--- src/rtl/i2cs_pkg.sv ---
package i2cs_pkg;

  typedef enum logic [2:0] {
    ST_IDLE,
    ST_RX,
    ST_RXACK,
    ST_TX,
    ST_TXACK
  } link_state_t;

  typedef enum logic [1:0] {
    PH_ADDR,
    PH_PTR,
    PH_DATA
  } rx_phase_t;

  localparam logic [4:0] ADDR_FIXED = 5'b11110;

endpackage

--- src/rtl/i2cs_sync.sv ---
module i2cs_sync #(
  parameter int STAGES = 2,
  parameter int LINES  = 2
) (
  input  logic             clk,
  input  logic             rst_n,
  input  logic [LINES-1:0] d_i,
  output logic [LINES-1:0] q_o,
  output logic [LINES-1:0] prev_o
);

  for (genvar g = 0; g < LINES; g++) begin : g_line
    logic [STAGES-1:0] chain;
    logic              prev_q;

    always_ff @(posedge clk or negedge rst_n) begin
      if (!rst_n) begin
        chain  <= '1;
        prev_q <= 1'b1;
      end else begin
        chain  <= {chain[STAGES-2:0], d_i[g]};
        prev_q <= chain[STAGES-1];
      end
    end

    assign q_o[g]    = chain[STAGES-1];
    assign prev_o[g] = prev_q;
  end

endmodule

--- src/rtl/i2cs_link.sv ---
module i2cs_link
  import i2cs_pkg::*;
#(
  parameter int NUM_REGS = 12,
  parameter int PW       = 4
) (
  input  logic          clk,
  input  logic          rst_n,
  input  logic          scl_q,
  input  logic          scl_p,
  input  logic          sda_q,
  input  logic          sda_p,
  input  logic [1:0]    strap,
  input  logic [7:0]    rd_data,
  output logic [PW-1:0] rd_addr,
  output logic          wr_en,
  output logic [PW-1:0] wr_addr,
  output logic [7:0]    wr_data,
  output logic          sda_oe
);

  localparam int LAST = NUM_REGS - 1;

  link_state_t state_q;
  rx_phase_t   phase_q;
  logic [3:0]  bitcnt_q;
  logic [7:0]  sh_q;
  logic [PW-1:0] ptr_q;
  logic        rw_q;
  logic        sda_oe_q;
  logic        start_seen_q;
  logic        wr_en_q;
  logic [PW-1:0] wr_addr_q;
  logic [7:0]  wr_data_q;

  logic scl_rise, scl_fall, start_ev, stop_raw, stop_ev;

  assign scl_rise = scl_q & ~scl_p;
  assign scl_fall = ~scl_q & scl_p;
  assign start_ev = scl_q & scl_p & sda_p & ~sda_q;
  assign stop_raw = scl_q & scl_p & ~sda_p & sda_q;
  assign stop_ev  = stop_raw & ~start_seen_q;

  function automatic logic [PW-1:0] sat_inc(input logic [PW-1:0] p);
    return (p == PW'(LAST)) ? p : p + 1'b1;
  endfunction

  always_ff @(posedge clk or negedge rst_n) begin
    if (!rst_n) begin
      state_q      <= ST_IDLE;
      phase_q      <= PH_ADDR;
      bitcnt_q     <= '0;
      sh_q         <= '0;
      ptr_q        <= '0;
      rw_q         <= 1'b0;
      sda_oe_q     <= 1'b0;
      start_seen_q <= 1'b0;
      wr_en_q      <= 1'b0;
      wr_addr_q    <= '0;
      wr_data_q    <= '0;
    end else begin
      wr_en_q <= 1'b0;
      if (start_ev)      start_seen_q <= 1'b1;
      else if (scl_fall) start_seen_q <= 1'b0;

      if (start_ev) begin
        state_q  <= ST_RX;
        phase_q  <= PH_ADDR;
        bitcnt_q <= '0;
        sda_oe_q <= 1'b0;
      end else if (stop_ev) begin
        state_q  <= ST_IDLE;
        sda_oe_q <= 1'b0;
        ptr_q    <= '0;
      end else begin
        case (state_q)
          ST_RX: begin
            if (scl_rise && bitcnt_q != 4'd8) begin
              sh_q     <= {sh_q[6:0], sda_q};
              bitcnt_q <= bitcnt_q + 4'd1;
            end else if (scl_fall && bitcnt_q == 4'd8) begin
              case (phase_q)
                PH_ADDR: begin
                  if (sh_q[7:1] == {ADDR_FIXED, strap}) begin
                    rw_q     <= sh_q[0];
                    sda_oe_q <= 1'b1;
                    state_q  <= ST_RXACK;
                  end else begin
                    state_q <= ST_IDLE;
                  end
                end
                PH_PTR: begin
                  ptr_q    <= (sh_q > 8'(LAST)) ? PW'(LAST) : sh_q[PW-1:0];
                  sda_oe_q <= 1'b1;
                  state_q  <= ST_RXACK;
                end
                default: begin
                  wr_en_q   <= 1'b1;
                  wr_addr_q <= ptr_q;
                  wr_data_q <= sh_q;
                  ptr_q     <= sat_inc(ptr_q);
                  sda_oe_q  <= 1'b1;
                  state_q   <= ST_RXACK;
                end
              endcase
            end
          end
          ST_RXACK: begin
            if (scl_fall) begin
              bitcnt_q <= '0;
              if (phase_q == PH_ADDR && rw_q) begin
                state_q  <= ST_TX;
                sh_q     <= rd_data;
                sda_oe_q <= ~rd_data[7];
                ptr_q    <= sat_inc(ptr_q);
              end else begin
                sda_oe_q <= 1'b0;
                state_q  <= ST_RX;
                phase_q  <= (phase_q == PH_ADDR) ? PH_PTR : PH_DATA;
              end
            end
          end
          ST_TX: begin
            if (scl_fall) begin
              if (bitcnt_q == 4'd7) begin
                sda_oe_q <= 1'b0;
                state_q  <= ST_TXACK;
                bitcnt_q <= '0;
              end else begin
                sh_q     <= {sh_q[6:0], 1'b0};
                sda_oe_q <= ~sh_q[6];
                bitcnt_q <= bitcnt_q + 4'd1;
              end
            end
          end
          ST_TXACK: begin
            if (scl_rise && sda_q) begin
              state_q <= ST_IDLE;
            end else if (scl_fall) begin
              sh_q     <= rd_data;
              sda_oe_q <= ~rd_data[7];
              ptr_q    <= sat_inc(ptr_q);
              state_q  <= ST_TX;
            end
          end
          default: state_q <= ST_IDLE;
        endcase
      end
    end
  end

  assign rd_addr = ptr_q;
  assign wr_en   = wr_en_q;
  assign wr_addr = wr_addr_q;
  assign wr_data = wr_data_q;
  assign sda_oe  = sda_oe_q;

  // drive changes only after SCL was seen low, or on a bus condition
  p_sda_moves_low_r11: assert property (@(posedge clk) disable iff (!rst_n)
    ($past(scl_q) && !$past(start_ev) && !$past(stop_ev)) |-> $stable(sda_oe_q));

  // nothing is driven once the link has gone idle
  p_idle_quiet_r5: assert property (@(posedge clk) disable iff (!rst_n)
    (state_q == ST_IDLE) |-> !sda_oe_q);

  // the pointer never leaves the location range
  p_ptr_range_r3: assert property (@(posedge clk) disable iff (!rst_n)
    ptr_q <= PW'(LAST));

  // an honoured STOP leaves the pointer at zero
  p_stop_clears_r9: assert property (@(posedge clk) disable iff (!rst_n)
    stop_ev |=> (ptr_q == '0));

endmodule

--- src/rtl/i2cs_regs.sv ---
module i2cs_regs #(
  parameter int          NUM_REGS     = 12,
  parameter int          PW           = 4,
  parameter int          CMD_ADDR     = 10,
  parameter logic [7:0]  ID_VALUE     = 8'hB2,
  parameter int          SHADOW_FIRST = 6,
  parameter int          SHADOW_COUNT = 4
) (
  input  logic                      clk,
  input  logic                      rst_n,
  input  logic                      wr_en,
  input  logic [PW-1:0]             wr_addr,
  input  logic [7:0]                wr_data,
  input  logic [PW-1:0]             rd_addr,
  output logic [7:0]                rd_data,
  input  logic                      ovt_i,
  output logic [NUM_REGS*8-1:0]     regs_o,
  output logic                      apply_o,
  output logic [SHADOW_COUNT*8-1:0] shadow_o
);

  logic [NUM_REGS*8-1:0]     flat;
  logic                      ovt_q;
  logic                      apply_q;
  logic [SHADOW_COUNT*8-1:0] shadow_q;
  logic                      cmd_hit;

  always_ff @(posedge clk or negedge rst_n) begin
    if (!rst_n)     ovt_q <= 1'b0;
    else if (ovt_i) ovt_q <= 1'b1;
  end

  for (genvar i = 0; i < NUM_REGS; i++) begin : g_loc
    if (i == 0) begin : g_id
      assign flat[7:0] = ID_VALUE;
    end else if (i == CMD_ADDR) begin : g_cmd
      assign flat[i*8 +: 8] = 8'h00;
    end else if (i == 1) begin : g_stat
      logic [6:0] q;
      always_ff @(posedge clk or negedge rst_n) begin
        if (!rst_n) q <= '0;
        else if (wr_en && wr_addr == PW'(i)) q <= wr_data[6:0];
      end
      assign flat[15:8] = {ovt_q, q};
    end else begin : g_plain
      logic [7:0] q;
      always_ff @(posedge clk or negedge rst_n) begin
        if (!rst_n) q <= '0;
        else if (wr_en && wr_addr == PW'(i)) q <= wr_data;
      end
      assign flat[i*8 +: 8] = q;
    end
  end

  assign cmd_hit = wr_en && (wr_addr == PW'(CMD_ADDR));

  always_ff @(posedge clk or negedge rst_n) begin
    if (!rst_n) begin
      apply_q  <= 1'b0;
      shadow_q <= '0;
    end else begin
      apply_q <= cmd_hit;
      if (cmd_hit) shadow_q <= flat[SHADOW_FIRST*8 +: SHADOW_COUNT*8];
    end
  end

  assign rd_data  = (int'(rd_addr) < NUM_REGS) ? flat[int'(rd_addr)*8 +: 8] : 8'h00;
  assign regs_o   = flat;
  assign apply_o  = apply_q;
  assign shadow_o = shadow_q;

  // the apply strobe never lasts two cycles
  p_apply_single_r7: assert property (@(posedge clk) disable iff (!rst_n)
    apply_q |=> !apply_q);

  // once set, the flag holds until reset
  p_ovt_sticky_r10: assert property (@(posedge clk) disable iff (!rst_n)
    $past(ovt_q) |-> ovt_q);

  // the shadow only moves together with the strobe
  p_shadow_on_apply_r7: assert property (@(posedge clk) disable iff (!rst_n)
    !$stable(shadow_q) |-> apply_q);

endmodule

--- src/rtl/i2c_regslave.sv ---
module i2c_regslave #(
  parameter int         NUM_REGS     = 12,
  parameter int         CMD_ADDR     = 10,
  parameter logic [7:0] ID_VALUE     = 8'hB2,
  parameter int         SHADOW_FIRST = 6,
  parameter int         SHADOW_COUNT = 4,
  parameter int         SYNC_STAGES  = 2
) (
  input  logic                      clk,
  input  logic                      rst_n,
  input  logic                      scl_i,
  input  logic                      sda_i,
  output logic                      sda_oe_o,
  input  logic [1:0]                strap_i,
  input  logic                      overtemp_i,
  output logic [NUM_REGS*8-1:0]     regs_o,
  output logic                      apply_o,
  output logic [SHADOW_COUNT*8-1:0] shadow_o
);

  localparam int PW = $clog2(NUM_REGS);

  logic [1:0]    line_q, line_p;
  logic [7:0]    rd_data;
  logic [PW-1:0] rd_addr;
  logic          wr_en;
  logic [PW-1:0] wr_addr;
  logic [7:0]    wr_data;

  i2cs_sync #(.STAGES(SYNC_STAGES), .LINES(2)) u_sync (
    .clk    (clk),
    .rst_n  (rst_n),
    .d_i    ({sda_i, scl_i}),
    .q_o    (line_q),
    .prev_o (line_p)
  );

  i2cs_link #(.NUM_REGS(NUM_REGS), .PW(PW)) u_link (
    .clk     (clk),
    .rst_n   (rst_n),
    .scl_q   (line_q[0]),
    .scl_p   (line_p[0]),
    .sda_q   (line_q[1]),
    .sda_p   (line_p[1]),
    .strap   (strap_i),
    .rd_data (rd_data),
    .rd_addr (rd_addr),
    .wr_en   (wr_en),
    .wr_addr (wr_addr),
    .wr_data (wr_data),
    .sda_oe  (sda_oe_o)
  );

  i2cs_regs #(
    .NUM_REGS     (NUM_REGS),
    .PW           (PW),
    .CMD_ADDR     (CMD_ADDR),
    .ID_VALUE     (ID_VALUE),
    .SHADOW_FIRST (SHADOW_FIRST),
    .SHADOW_COUNT (SHADOW_COUNT)
  ) u_regs (
    .clk      (clk),
    .rst_n    (rst_n),
    .wr_en    (wr_en),
    .wr_addr  (wr_addr),
    .wr_data  (wr_data),
    .rd_addr  (rd_addr),
    .rd_data  (rd_data),
    .ovt_i    (overtemp_i),
    .regs_o   (regs_o),
    .apply_o  (apply_o),
    .shadow_o (shadow_o)
  );

endmodule

--- config.mk ---
export PLATFORM = sky130hd
export DESIGN_NAME = i2c_regslave
export DESIGN_NICKNAME = d
export VERILOG_FILES = /design/src/rtl/i2cs_pkg.sv /design/src/rtl/i2cs_sync.sv /design/src/rtl/i2cs_link.sv /design/src/rtl/i2cs_regs.sv /design/src/rtl/i2c_regslave.sv
export SDC_FILE = /design/constraint.sdc
export NUM_CORES = 1
export LEC_CHECK = 0
export ABC_AREA = 1
export BUFFER_PORTS_ARGS = -buffer_cell sky130_fd_sc_hd__buf_2
export CORE_AREA = 3 3 182 113
export CTS_CLUSTER_DIAMETER = 50
export DETAILED_ROUTE_END_ITERATION = 10
export DIE_AREA = 0 0 185 116
export HOLD_SLACK_MARGIN = 0.12
export MAX_ROUTING_LAYER = met4
export PLACE_DENSITY = 0.64
export SLEW_MARGIN = 20
export SYNTH_ARGS = -nofsm -noshare
export SYNTH_HDL_FRONTEND = slang
export SYNTH_HIERARCHICAL = 1
export SYNTH_SLANG_ARGS = --single-unit
--- constraint.sdc ---
create_clock -name clk -period 1.9 [get_ports clk]
set_input_delay 0 -clock clk [delete_from_list [all_inputs] [get_ports clk]]
set_output_delay 0 -clock clk [all_outputs]
set_load 0.02 [all_outputs]
### After elaboration in Yosys (flattened, before gate mapping)

Index checks and enable logic that the tools add are counted.

* add/subtract/negate cells: 2
* multipliers: 0
* div/mod/pow operators: 0
* order comparisons: 2
* equality and inequality tests: 49
* shift-type cells: 1
* muxes and demuxes: 67
* bitwise operators: 19
* reduce and logical (&&, ||, !) cells: 31

Operators by type and width (number)
* $shiftx A96 B8 Y8: 1
* $mux W8: 8
* $mux W4: 15
* $pmux W8 S4: 1
* $mux W3: 9
* $eq A4 B4 Y1 const B: 6
* $pmux W4 S3: 2
* $ne A3 B1 Y1 const B: 7
* $eq A4 B3 Y1 const B: 5
* $mux W1: 20
* $ne A4 B1 Y1 const B: 5
* $mux W2: 9
* $logic_and A1 B1 Y1: 15
* $ne A2 B1 Y1 const B: 7
* $pmux W3 S4: 1
* $reduce_and A6 Y1: 2
* $reduce_bool A4 Y1: 3
* $not A1 Y1: 11
* $reduce_and A10 Y1: 1
* $ne A3 B2 Y1 const B: 3
* $reduce_and A9 Y1: 1
* $add A4 B1 Y4 const B: 2
* $and A1 B1 Y1: 8
* $eq A4 B2 Y1 const B: 2
* other kinds (23): 27

* register bits after elaboration: 156
* latch bits: 0
* bits in writable memories: 0
* ROM bits: 0
* input port bits: 7
* word-level logic and storage cells: 199
* memories kept: 0

### Depth between registers and ports, before layout

Gate-level depths: netlist (run 1).

* word-level depth: 8
* depth in mapped cells: 15
* mapped depth without buffers: 13

### By module

The synthesis (run 1) kept the hierarchy.

By module, submodules not included
* i2cs_regs: times used 1, cells each 633, area each 5107.4 um^2
* i2cs_link: times used 1, cells each 324, area each 2253.4 um^2
* i2cs_sync: times used 1, cells each 10, area each 187.7 um^2

### Worst setup path after synthesis (run 1)

No wires, ideal clock.

* path type: reg-to-reg
* start point: reg u_sync.g_line[1].chain[1]
* end point: reg u_link.sh_q[1]
* setup time: 0.066 ns
* data arrival time: 1.554 ns
* data required time: 1.834 ns
* path slack: 0.280 ns
* cell stages (with the launch flop): 12
* buffers on the path: 2
* period minus slack after synthesis: 1.620 ns
* cell sequence: dfstp_2 -> buf_4 -> inv_1 -> nor2_1 -> nand2_4 -> nand2_4 -> inv_2 -> and3_1 -> buf_6 -> nand2_4 -> nand2_1 -> nand2_1

* longest elaborated chain between the ends: 4
* elaborated cells on any way between the ends: 9

Ends and longest elaborated chain
* from (decl): line i2cs_sync.sv:13 `logic [STAGES-1:0] chain;`
* from (signal assigned): line i2cs_sync.sv:21 `chain <= {chain[STAGES-2:0], d_i[g]};`
* $and A1 B1 Y1 / $not A1 Y1 (equally long branches): line i2cs_link.sv:41, i2cs_link.sv:40
* $and A1 B1 Y1, on equally long branches: line i2cs_link.sv:42, i2cs_link.sv:40
* $not A1 Y1 (no line)
* $reduce_and A10 Y1 (no line) *
* to (signal assigned): line i2cs_link.sv:79 `sh_q <= {sh_q[6:0], sda_q};`
* to (signal assigned): line i2cs_link.sv:113 `sh_q <= rd_data;`
* to (signal assigned): line i2cs_link.sv:130 `sh_q <= {sh_q[6:0], 1'b0};`
* to (decl): line i2cs_link.sv:27 `logic [7:0] sh_q;`

Mark *: on every way between the ends. The rest lies on a longest branch, timed or not.
A chain may end at the register's enable or synchronous reset.

### Final worst setup path (run 1)

* start point: reg u_link.ptr_q[0] (netlist: u_link/rd_addr[0])
* end point: reg u_link.sh_q[0]

* longest elaborated chain between the ends: 5
* elaborated cells on any way between the ends: 8

Ends and longest elaborated chain
* from (decl): line i2cs_link.sv:28 `logic [PW-1:0] ptr_q;`
* from (signal assigned): line i2cs_link.sv:93 `ptr_q <= (sh_q > 8'(LAST)) ? PW'(LAST) : sh_q[PW-1:0];`
* from (signal assigned): line i2cs_link.sv:101 `ptr_q <= sat_inc(ptr_q);`
* from (signal assigned): line i2cs_link.sv:115 `ptr_q <= sat_inc(ptr_q);`
* $shiftx A96 B8 Y8 / $lt A4 B4 Y1 (equally long branches): line i2cs_regs.sv:67 `assign rd_data = (int'(rd_addr) < NUM_REGS) ? flat[int'(rd_addr)*8 +: 8] : 8'h00;`
* $mux W8 *: line i2cs_regs.sv:67
* named net rd_data[0]: line i2c_regslave.sv:24 `logic [7:0] rd_data;`
* $mux W8, on equally long branches: line i2cs_link.sv:139, i2cs_link.sv:111
* $mux W8, on equally long branches: line i2cs_link.sv:137, i2cs_link.sv:109
* $pmux W8 S4 *: line i2cs_link.sv:76 `case (state_q)`
* to (signal assigned): line i2cs_link.sv:79
* to (signal assigned): line i2cs_link.sv:130
* to (signal assigned): line i2cs_link.sv:140 `sh_q <= rd_data;`

Mark *: on every way through the listed nets, which the timed path passes. The rest lies on a longest branch. The select of a mux whose other input is x is not followed.

==> flow_summary.ini, run 1 <==
[sta]
setup_viol = 0
fmaxAchievable_mhz = 557.0
hold_viol_final = 0
fin_crit_sh_pct = 94.48
max-slew-margin-rel_pct = 57.46
hold_slack_ps = 174.3
fin_setup_tns_ps = 0
tightest_slew_ps = 636.4
slew_viol_final = 0
finClkSkew_ps = 12.04
period_minus_slack_ps = 1795
grt_setup_unrepaired = no

[finish]
drive_above_1_share_pct = 19.28
area_growth_pct = 19.81
fill_cells = 1871
nNetsFinal = 1108
layout_commonest_cell = nand2_1
multi_input_area_sq_mm = 0.003039
layout_common_cells = nand2_1, dfrtp_1, buf_2
regArea_sq_mm = 0.003911
n_antenna_cell = 0

[route]
drcViolationCount = 0
via_per_inst = 5.105
wl_per_cell_microns = 16.75
drtPass1Iterations = 6
detail_route.wirelength_microns = 22720
dr.first_iter.drc_count = 827
detail-route-antenna-nets = 0
via_count = 6922

[logic_synthesis]
ys_ff_latch = 156
ys_types = 34
synth_cells = 967
yosysSeqAreaShare_pct = 51.82
syn_avg_cell_area_sq_um = 7.806
yosysWarnings = 6
netlist_area_sq_mm = 0.007548

[power]
pwr-share-clk_pct = 35.6
p_int_w = 0.006155
p_per_area_mw_per_mm2 = 1043
swShare_pct = 34.75
seqPwrFrac_pct = 39.1
vdd_drop_max_mv = 0.6667
combinationalPowerShare_pct = 25.3
switching_power_w = 0.003278
p_leak_nw = 4.800

[global_routing]
antenna_found_initial = 0
met2_usage_pct = 27.61
grtUsageMet3_pct = 6.274
grt_use_met1_pct = 35.67
grt_max_degree = 41
grt-ovfl-total = 0
grt_usage_pct = 22.63
grt_pass1_wl_microns = 36050
grt_pass1_vias = 6313
grt-busiest-layer = met1

[setup_path]
cp_max_fo = 15
required_ps = 2260
critPathCaptureType = register
crit_type = reg -> reg
r2r_slack_ps = 100
cp_data_arrival_time_ps = 2160
start_kind = register

[job]
drv_cap = 0

[run_status]
status = completed

[clock_tree]
cts.sinks = 156
cts_buffers = 17
cts_tree = yes
clk_latency_ps = 430
cts.reportedPaths.clkPinSlew_ps = 70
cts_setup_buffers = 0
htreeDepth = 4
clock_path_buffers = 2
clockRootBuffer = clkbuf_16

[floorplanning]
die_y_microns = 116
io_pins = 137
die_w_microns = 185
design.core.area_sq_mm = 0.01893
num_rows = 39
die_area_sq_mm = 0.02146
initial_core_util_pct = 39.87

[placed_design]
portBuffers = 120
dpl.hpwl_microns = 16800
routabilityCongestion = 0.9325

[hold_path]
hold_class = in -> async
## kinds of logic after synthesis
kind of cell	count (synthesis)	synth area share (%)
other	2	0.09949
DFF	156	51.82
AOI/OAI and AO/OA	147	9.879
buffers and inverters	136	8.735
adders and majority gates	3	0.4973
xor gates and xnor gates	5	0.5801
and+or+nand+nor	518	28.39
## repair_timing
action                                  in CTS  in global routing
hold buffers                                 5                  0
hold endpoints to repair                   159                  0
endpoints found under the setup margin       0                 12
gates resized for setup                      0                  5
## stage by stage
| step | setup slack, ps | std cells | instance area [sq um] | util [%] | power, W |
|---|---|---|---|---|---|
| final | 104.8 | 1356 | 9044 | 47.77 | 0.009432 |
| after global routing | 2.938 | 1356 | 9044 | 47.77 | 0.009986 |
| after CTS | 57.24 | 1355 | 9026 | 47.67 | 0.009430 |
| after detailed placement | 68.67 | 1319 | 8393 | 44.33 | 0.006030 |
| after global placement | 101.2 | 1319 | 8393 | 44.33 | 0.006008 |
| after floorplan | 280.2 | 981 | 7601 | - | 0.005254 |
## cells in the mapped netlist, drive strengths merged
library cell,n,area [sq um]
clkinv,3,11.26
o211ai,1,7.510
xor2,5,43.79
nand4,1,12.51
buf,51,340.3
a31oi,1,6.260
dfstp,6,157.7
nand2,392,1499
ha,3,37.54
o31ai,2,15.01
nand3,76,385.4
nor3,2,21.27
clkbuf,2,7.510
conb,2,7.510
nand3b,5,37.54
dfrtp,150,3754
o22ai,1,6.260
a21oi,9,45.04
nor2,40,175.2
and3,1,6.260
or2,1,6.260
o21ai,133,665.6
inv,80,300.3
## power by group through the flow
stage	Clock (W)	Sequential (W)	Combinational, W
after CTS	0.00344	0.00369	0.00231
final	0.00336	0.00369	0.00238
after floorplan	0	0.00373	0.00153
after global routing	0.00359	0.00372	0.00268
after global placement	0	0.00374	0.00226
after detailed placement	0	0.00375	0.00228
## state kept, by name, indices dropped and copies added (netlist names), 3 cells and up
register	flops
u_regs/shadow_o	32
u_link/bitcnt_q	4
u_sync/g_line.chain	4
u_link/wr_addr	4
u_regs/g_loc.g_stat.q	7
u_regs/g_loc.g_plain.q	72
u_link/state_q	3
u_link/rd_addr	4
u_link/sh_q	8
u_link/wr_data	8
## path summary, 6_finish.rpt
kind	startpoint	end	depth (start not counted)
worst min-delay path	rst_n	u_link/wr_addr[0]	3
worst min register to register	u_sync/g_line[0].chain[0]	u_sync/g_line[0].chain[1]	0
worst max-delay path	u_link/rd_addr[0]	u_link/sh_q[0]	11
worst max register to register	u_link/rd_addr[0]	u_link/sh_q[0]	11
min in group clk	scl_i	u_sync/g_line[0].chain[0]	2
max in group asynchronous	rst_n	u_regs/g_loc[3].g_plain.q[6]	3
## critical path, cell delays in order, from the launching register on
cell and delay (ps):
dfrtp_1 420, buf_4 250, nand2_2 110, clkinvlp_4 120, nand2_1 50, o21ai_0 130
nand2_1 160, nand2_1 120, nand2_1 60, o21ai_0 120, nand3_1 110, nand2_1 80
## cell type report
type | instances | area share [%]
Multi-Input combinational cell | 689 | 33.61
Clock inverter | 13 | 1.480
Sequential cell | 156 | 43.25
Tap cell | 246 | 3.403
Inverter | 83 | 3.486
Timing Repair Buffer | 150 | 9.864
Timing Repair inverter | 1 | 0.05534
Clock buffer | 18 | 4.856
## layer usage
metal	vias to the layer above	wire, microns
met1	3270	11790
met3	31	2134
met2	329	8497
met4	0	293
li1	3292	-
met5	-	0
Note: power is estimated with default switching activity, not from simulation.
==> run 2, diff against run 1 <==
CORE_AREA = 3 3 180 112   (was 3 3 182 113)
DIE_AREA = 0 0 183 115   (was 0 0 185 116)
SYNTH_HIERARCHICAL = unset   (was 1)
==> run 2 against run 1 <==
  * Global-route usage down 0.34 points
  * Flip-flop and latch count unchanged
  * First-iteration DRC count down 11%
  * Cell area unchanged
  * Highest routed layer unchanged
  * Largest cell class unchanged
  * Via count down 3.6%
  * Final cell count down 1.2%
  * Wire length down 3.1%
  * Sequential share of layout area unchanged
  * Utilization up 0.50 points
==> flow_summary.ini, run 2 <==
[clock_tree]
clockRootBuffer = clkbuf_16
cts_buffers = 17
cts.reportedPaths.clkPinSlew_ps = 60
cts.sinks = 156
clk_latency_ps = 420
clock_path_buffers = 2
cts_tree = yes
cts_setup_buffers = 0
htreeDepth = 4

[finish]
regArea_sq_mm = 0.003911
drive_above_1_share_pct = 19.38
multi_input_area_sq_mm = 0.002939
stdcell_count = 1340
n_antenna_cell = 0
fill_cells = 1844
largest_register_ffs = 72
largest_register = u_regs.g_loc.g_plain.q
nNetsFinal = 1091
layout_common_cells = nand2_1, dfrtp_1, o21ai_0
area_growth_pct = 22.67
layout_commonest_cell = nand2_1

[floorplanning]
die_y_microns = 115
num_rows = 39
die_area_sq_mm = 0.02105
die_w_microns = 183
design.core.area_sq_mm = 0.01874
io_pins = 137
initial_core_util_pct = 39.34

[sta]
finClkSkew_ps = 5.912
fmaxAchievable_mhz = 560.1
hold_slack_ps = 132.1
tightest_slew_ps = 725.6
setup_viol = 0
max-slew-margin-rel_pct = 51.56
period_minus_slack_ps = 1785
slew_viol_final = 0
fin_crit_sh_pct = 93.97
grt_setup_unrepaired = yes
hold_viol_final = 0
setup_ws_ps = 114.5

[logic_synthesis]
synth_cells = 944
yosys.area.top_type = dfrtp_1
synth_edf_count = 0
ys_types = 31
async_reset_ff_share_pct = 100.0
yosysWarnings = 0
netlist_area_sq_mm = 0.007372
synth_top_area_share_pct = 50.92
yosysSeqAreaShare_pct = 53.05
yosys_most_used_dff = dfrtp_1
syn_avg_cell_area_sq_um = 7.809
synth.area.top_cells = dfrtp_1, nand2_1, o21ai_0, nand3_1, inv_1
ys_ff_latch = 156
synth.most_common_cell = nand2_1
synth_common_cells = nand2_1, dfrtp_1, o21ai_0

[global_routing]
grt_max_degree = 60
grt_usage_pct = 22.29
met2_usage_pct = 26.38
grt-busiest-layer = met1
grt-ovfl-total = 0
grt_pass1_wl_microns = 35010
antenna_found_initial = 0
grt_pass1_vias = 6031
grt_use_met1_pct = 36.48
grtUsageMet3_pct = 6.386

[power]
switching_power_w = 0.003152
combinationalPowerShare_pct = 22.7
p_per_area_mw_per_mm2 = 1090
pwr-share-clk_pct = 38.8
vdd_drop_max_mv = 0.7439
p_int_w = 0.006703
swShare_pct = 31.99
p_leak_nw = 4.717
seqPwrFrac_pct = 38.5

[route]
detail_route.wirelength_microns = 22000
via_count = 6672
via_per_inst = 4.979
detail-route-antenna-nets = 0
drcViolationCount = 0
drtPass1Iterations = 5
wl_per_cell_microns = 16.42
dr.first_iter.drc_count = 735

[setup_path]
start_kind = register
cp_max_fo = 7
cp_data_arrival_time_ps = 2100
critPathCaptureType = register
crit_type = reg -> reg
required_ps = 2210

[run_status]
status = completed

[hold_path]
hold_class = in -> async

[placed_design]
place_inst = 1302
dpl.hpwl_microns = 16460
portBuffers = 120
pre_cts_ws_ps = 143.7
routabilityCongestion = 0.9470

[job]
drv_cap = 0
## run 2: layer usage
layer	wire [microns]	vias up
li1	-	3251
met3	2234	10
met5	0	-
met1	11610	3111
met2	8040	300
met4	115	0
## run 2: worst paths after layout
path	from	end	slack, ps	cells after the start
max	u_sync.g_line[0].prev_q	u_link.sda_oe	110	7
min	rst_n	u_regs.shadow_o[27]	130	2
max reg2reg	u_sync.g_line[0].prev_q	u_link.sda_oe	110	7
min reg2reg	u_sync.g_line[1].chain[0]	u_sync.g_line[1].chain[1]	360	0
max in group asynchronous	rst_n	u_link.rd_addr[3]	1120	3
min in group clk	sda_i	u_sync.g_line[1].chain[0]	230	2
## run 2: timing repair
action,4_1_cts,5_1_grt
endpoints found under the setup margin,0,13
hold endpoints to repair,160,0
gates resized for setup,0,2
hold buffers,6,0
## run 2: worst max-delay path, stage by stage, from the launching register on
cell     delay [ps]
dfstp_2         540
nand2_1          80
nor3_2          420
nor2_1          190
nand2_1         110
nand2_1          90
o21ai_0         180
nand2_1          70
## run 2: logic make-up (layout without fill, tap and decap cells)
group | after synthesis | after routing | share of synthesized area (%)
other | 2 | 16 | 0.1019
DFF | 156 | 156 | 53.05
adders and majority gates | 3 | 3 | 0.5092
xor gates and xnor gates | 4 | 4 | 0.4752
and+or+nand+nor | 480 | 480 | 26.51
AOI/OAI and AO/OA | 167 | 167 | 11.56
buffers and inverters | 132 | 268 | 7.790
## run 2: cell type report
| cell class | count | share of cell area, % |
|---|---|---|
| multi-input combinational | 670 | 32.50 |
| sequential | 156 | 43.25 |
| tap | 246 | 3.403 |
| clock inverter | 13 | 2.324 |
| inverter | 82 | 3.403 |
| clock buffer | 19 | 5.008 |
| timing repair buffer | 154 | 10.11 |
## run 2: power by group through the flow
stage	Clock (W)	Sequential (W)	Combinational [W]
final	0.00382	0.00380	0.00224
after global routing	0.00403	0.00382	0.00256
after CTS	0.00388	0.00379	0.00222
after detailed placement	0	0.00385	0.00218
after global placement	0	0.00385	0.00216
after floorplan	0	0.00371	0.00155
## run 2: stage by stage
| step | utilization (%) | power (W) | area, sq um | TNS [ps] |
|---|---|---|---|---|
| after detailed placement | 44.40 | 0.006033 | 8320 | 0 |
| after global routing | 48.26 | 0.01041 | 9044 | -68.23 |
| after CTS | 48.26 | 0.009885 | 9044 | 0 |
| final | 48.26 | 0.009855 | 9044 | 0 |
| after global placement | 44.40 | 0.006010 | 8320 | 0 |
| after floorplan | - | 0.005267 | 7425 | 0 |
==> run 3, diff against run 2 <==
RECOVER_POWER = 100   (was unset)
==> run 3 against run 2 <==
  * Final cell count unchanged
  * The run now ends with capacitance limit, slew limit left
  * Worst setup slack better by 1.4 ps
  * Largest power group unchanged
  * Power about the same
==> flow_summary.ini, run 3 (synthesis gave the netlist of run 2 again) <==
[setup_path]
critPathCaptureType = register
cp_data_arrival_time_ps = 2100
path_cells = nand2_1 > nor3_2 > nor2_1 > nand2_1 > nand2_1 > o21ai_0 > nand2_1
cpMostUsedCell = nand2_1
crit_type = reg -> reg
cp_slowest_stage_delay_ps = 540
reg2reg_to = u_link.sda_oe
path_buf_inv = 0
critPathLaunch = u_sync.g_line[0].prev_q
cp.depth = 7
r2r_slack_ps = 120
crit_family = simple AND/OR/NAND/NOR gates
required_ps = 2210
reg2reg_depth = 7
cp_max_fo = 7
cp-endpoint = u_link.sda_oe
start_kind = register
reg2reg_from = u_sync.g_line[0].prev_q
slowest_stage = dfstp_2

[global_routing]
grt_usage_pct = 22.29
antenna_found_initial = 0
grt_pass1_wl_microns = 35010
grt-ovfl-total = 0
grt_pass1_vias = 6031
grt_max_degree = 60

[route]
detail-route-antenna-nets = 0
drtPass1Iterations = 5
dr.first_iter.drc_count = 837
via_count = 6696
via_per_inst = 4.997
wl_per_cell_microns = 16.49
drcViolationCount = 0
detail_route.wirelength_microns = 22100

[power]
swShare_pct = 32.06
p_per_area_mw_per_mm2 = 1113
p_int_w = 0.006697
switching_power_w = 0.003160
combinationalPowerShare_pct = 22.6
p_leak_nw = 4.192
vdd_drop_max_mv = 0.7433
pwr-share-clk_pct = 38.9
seqPwrFrac_pct = 38.5

[sta]
hold_slack_ps = 223.5
grt_setup_unrepaired = yes
tightest_slew_ps = 1558
setup_viol = 0
fin_setup_tns_ps = 0
max-slew-margin-rel_pct = -3.861
fmaxAchievable_mhz = 560.5
finClkSkew_ps = 7.415
period_minus_slack_ps = 1784
setup_ws_ps = 115.9
hold_viol_final = 0
fin_crit_sh_pct = 93.90
slew_viol_final = 59

[floorplanning]
die_area_sq_mm = 0.02105
io_pins = 137
die_w_microns = 183
design.core.area_sq_mm = 0.01874
num_rows = 39
initial_core_util_pct = 39.34
die_y_microns = 115

[clock_tree]
clock_path_buffers = 2
htreeDepth = 4
cts.sinks = 156
cts.reportedPaths.clkPinSlew_ps = 60
clk_latency_ps = 420
cts_buffers = 17
cts_tree = yes
cts_setup_buffers = 0
clockRootBuffer = clkbuf_16

[finish]
drive_above_1_share_pct = 8.227
layout_common_cells = nand2_1, dfrtp_1, o21ai_0
largest_register = u_regs.g_loc.g_plain.q
area_growth_pct = 20.10
nNetsFinal = 1091
n_antenna_cell = 0
layout_commonest_cell = nand2_1
final_cell_area_sq_mm = 0.008853
largest_register_ffs = 72

[placed_design]
portBuffers = 120
pre_cts_ws_ps = 143.7
dpl.hpwl_microns = 16460
placed_area_sq_mm = 0.008320
routabilityCongestion = 0.9470

[hold_path]
hold_class = in -> reg

[run_status]
violations = capacitance limit, slew limit
status = finished, violations left

[job]
drv_cap = 1
## run 3: metrics by stage
stage | total power (W) | util (%) | cells
final | 0.009857 | 47.25 | 1340
after global routing | 0.01041 | 47.25 | 1340
after CTS | 0.009885 | 48.26 | 1340
after detailed placement | 0.006033 | 44.40 | 1302
after global placement | 0.006010 | 44.40 | 1302
after floorplan | 0.005267 | - | 958
## run 3: metal layers
| metal | track usage [%] | wire length, microns |
|---|---|---|
| met1 | 36.48 | 11770 |
| met2 | 26.38 | 8064 |
| met3 | 6.386 | 2126 |
| met4 | 3.803 | 144 |
| met5 | - | 0 |
## run 3: cell type report
class,instances,area [sq um]
Fill cell,1890,9884
Sequential cell,156,3911
Multi-Input combinational cell,670,2932
Timing Repair Buffer,154,732.0
Clock buffer,19,452.9
Inverter,82,307.8
Tap cell,246,307.8
Clock inverter,13,210.2
## run 3: timing repair
action                                  CTS  global route
resized for setup                         0             2
endpoints found under the hold margin   160             0
endpoints found under the setup margin    0            13
hold buffers                              6             0
## run 3: power groups by stage
| stage | sequential (W) | clock [W] | combinational (W) |
|---|---|---|---|
| floorplan | 0.00371 | 0 | 0.00155 |
| global placement | 0.00385 | 0 | 0.00216 |
| detailed placement | 0.00385 | 0 | 0.00218 |
| CTS | 0.00379 | 0.00388 | 0.00222 |
| global route | 0.00382 | 0.00403 | 0.00255 |
| finish | 0.00380 | 0.00383 | 0.00223 |
## run 3: worst min path at each step
stage | from | end | slack, ps | depth (start not counted)
floorplan | rst_n | u_link.bitcnt_q[0] | -300 | 0
global route | scl_i | u_sync.g_line[0].chain[0] | 220 | 2
CTS | rst_n | u_regs.shadow_o[27] | 150 | 2
finish | sda_i | u_sync.g_line[1].chain[0] | 220 | 2
detailed placement | rst_n | u_regs.shadow_o[17] | 20 | 1
global placement | rst_n | u_regs.shadow_o[17] | 20 | 1
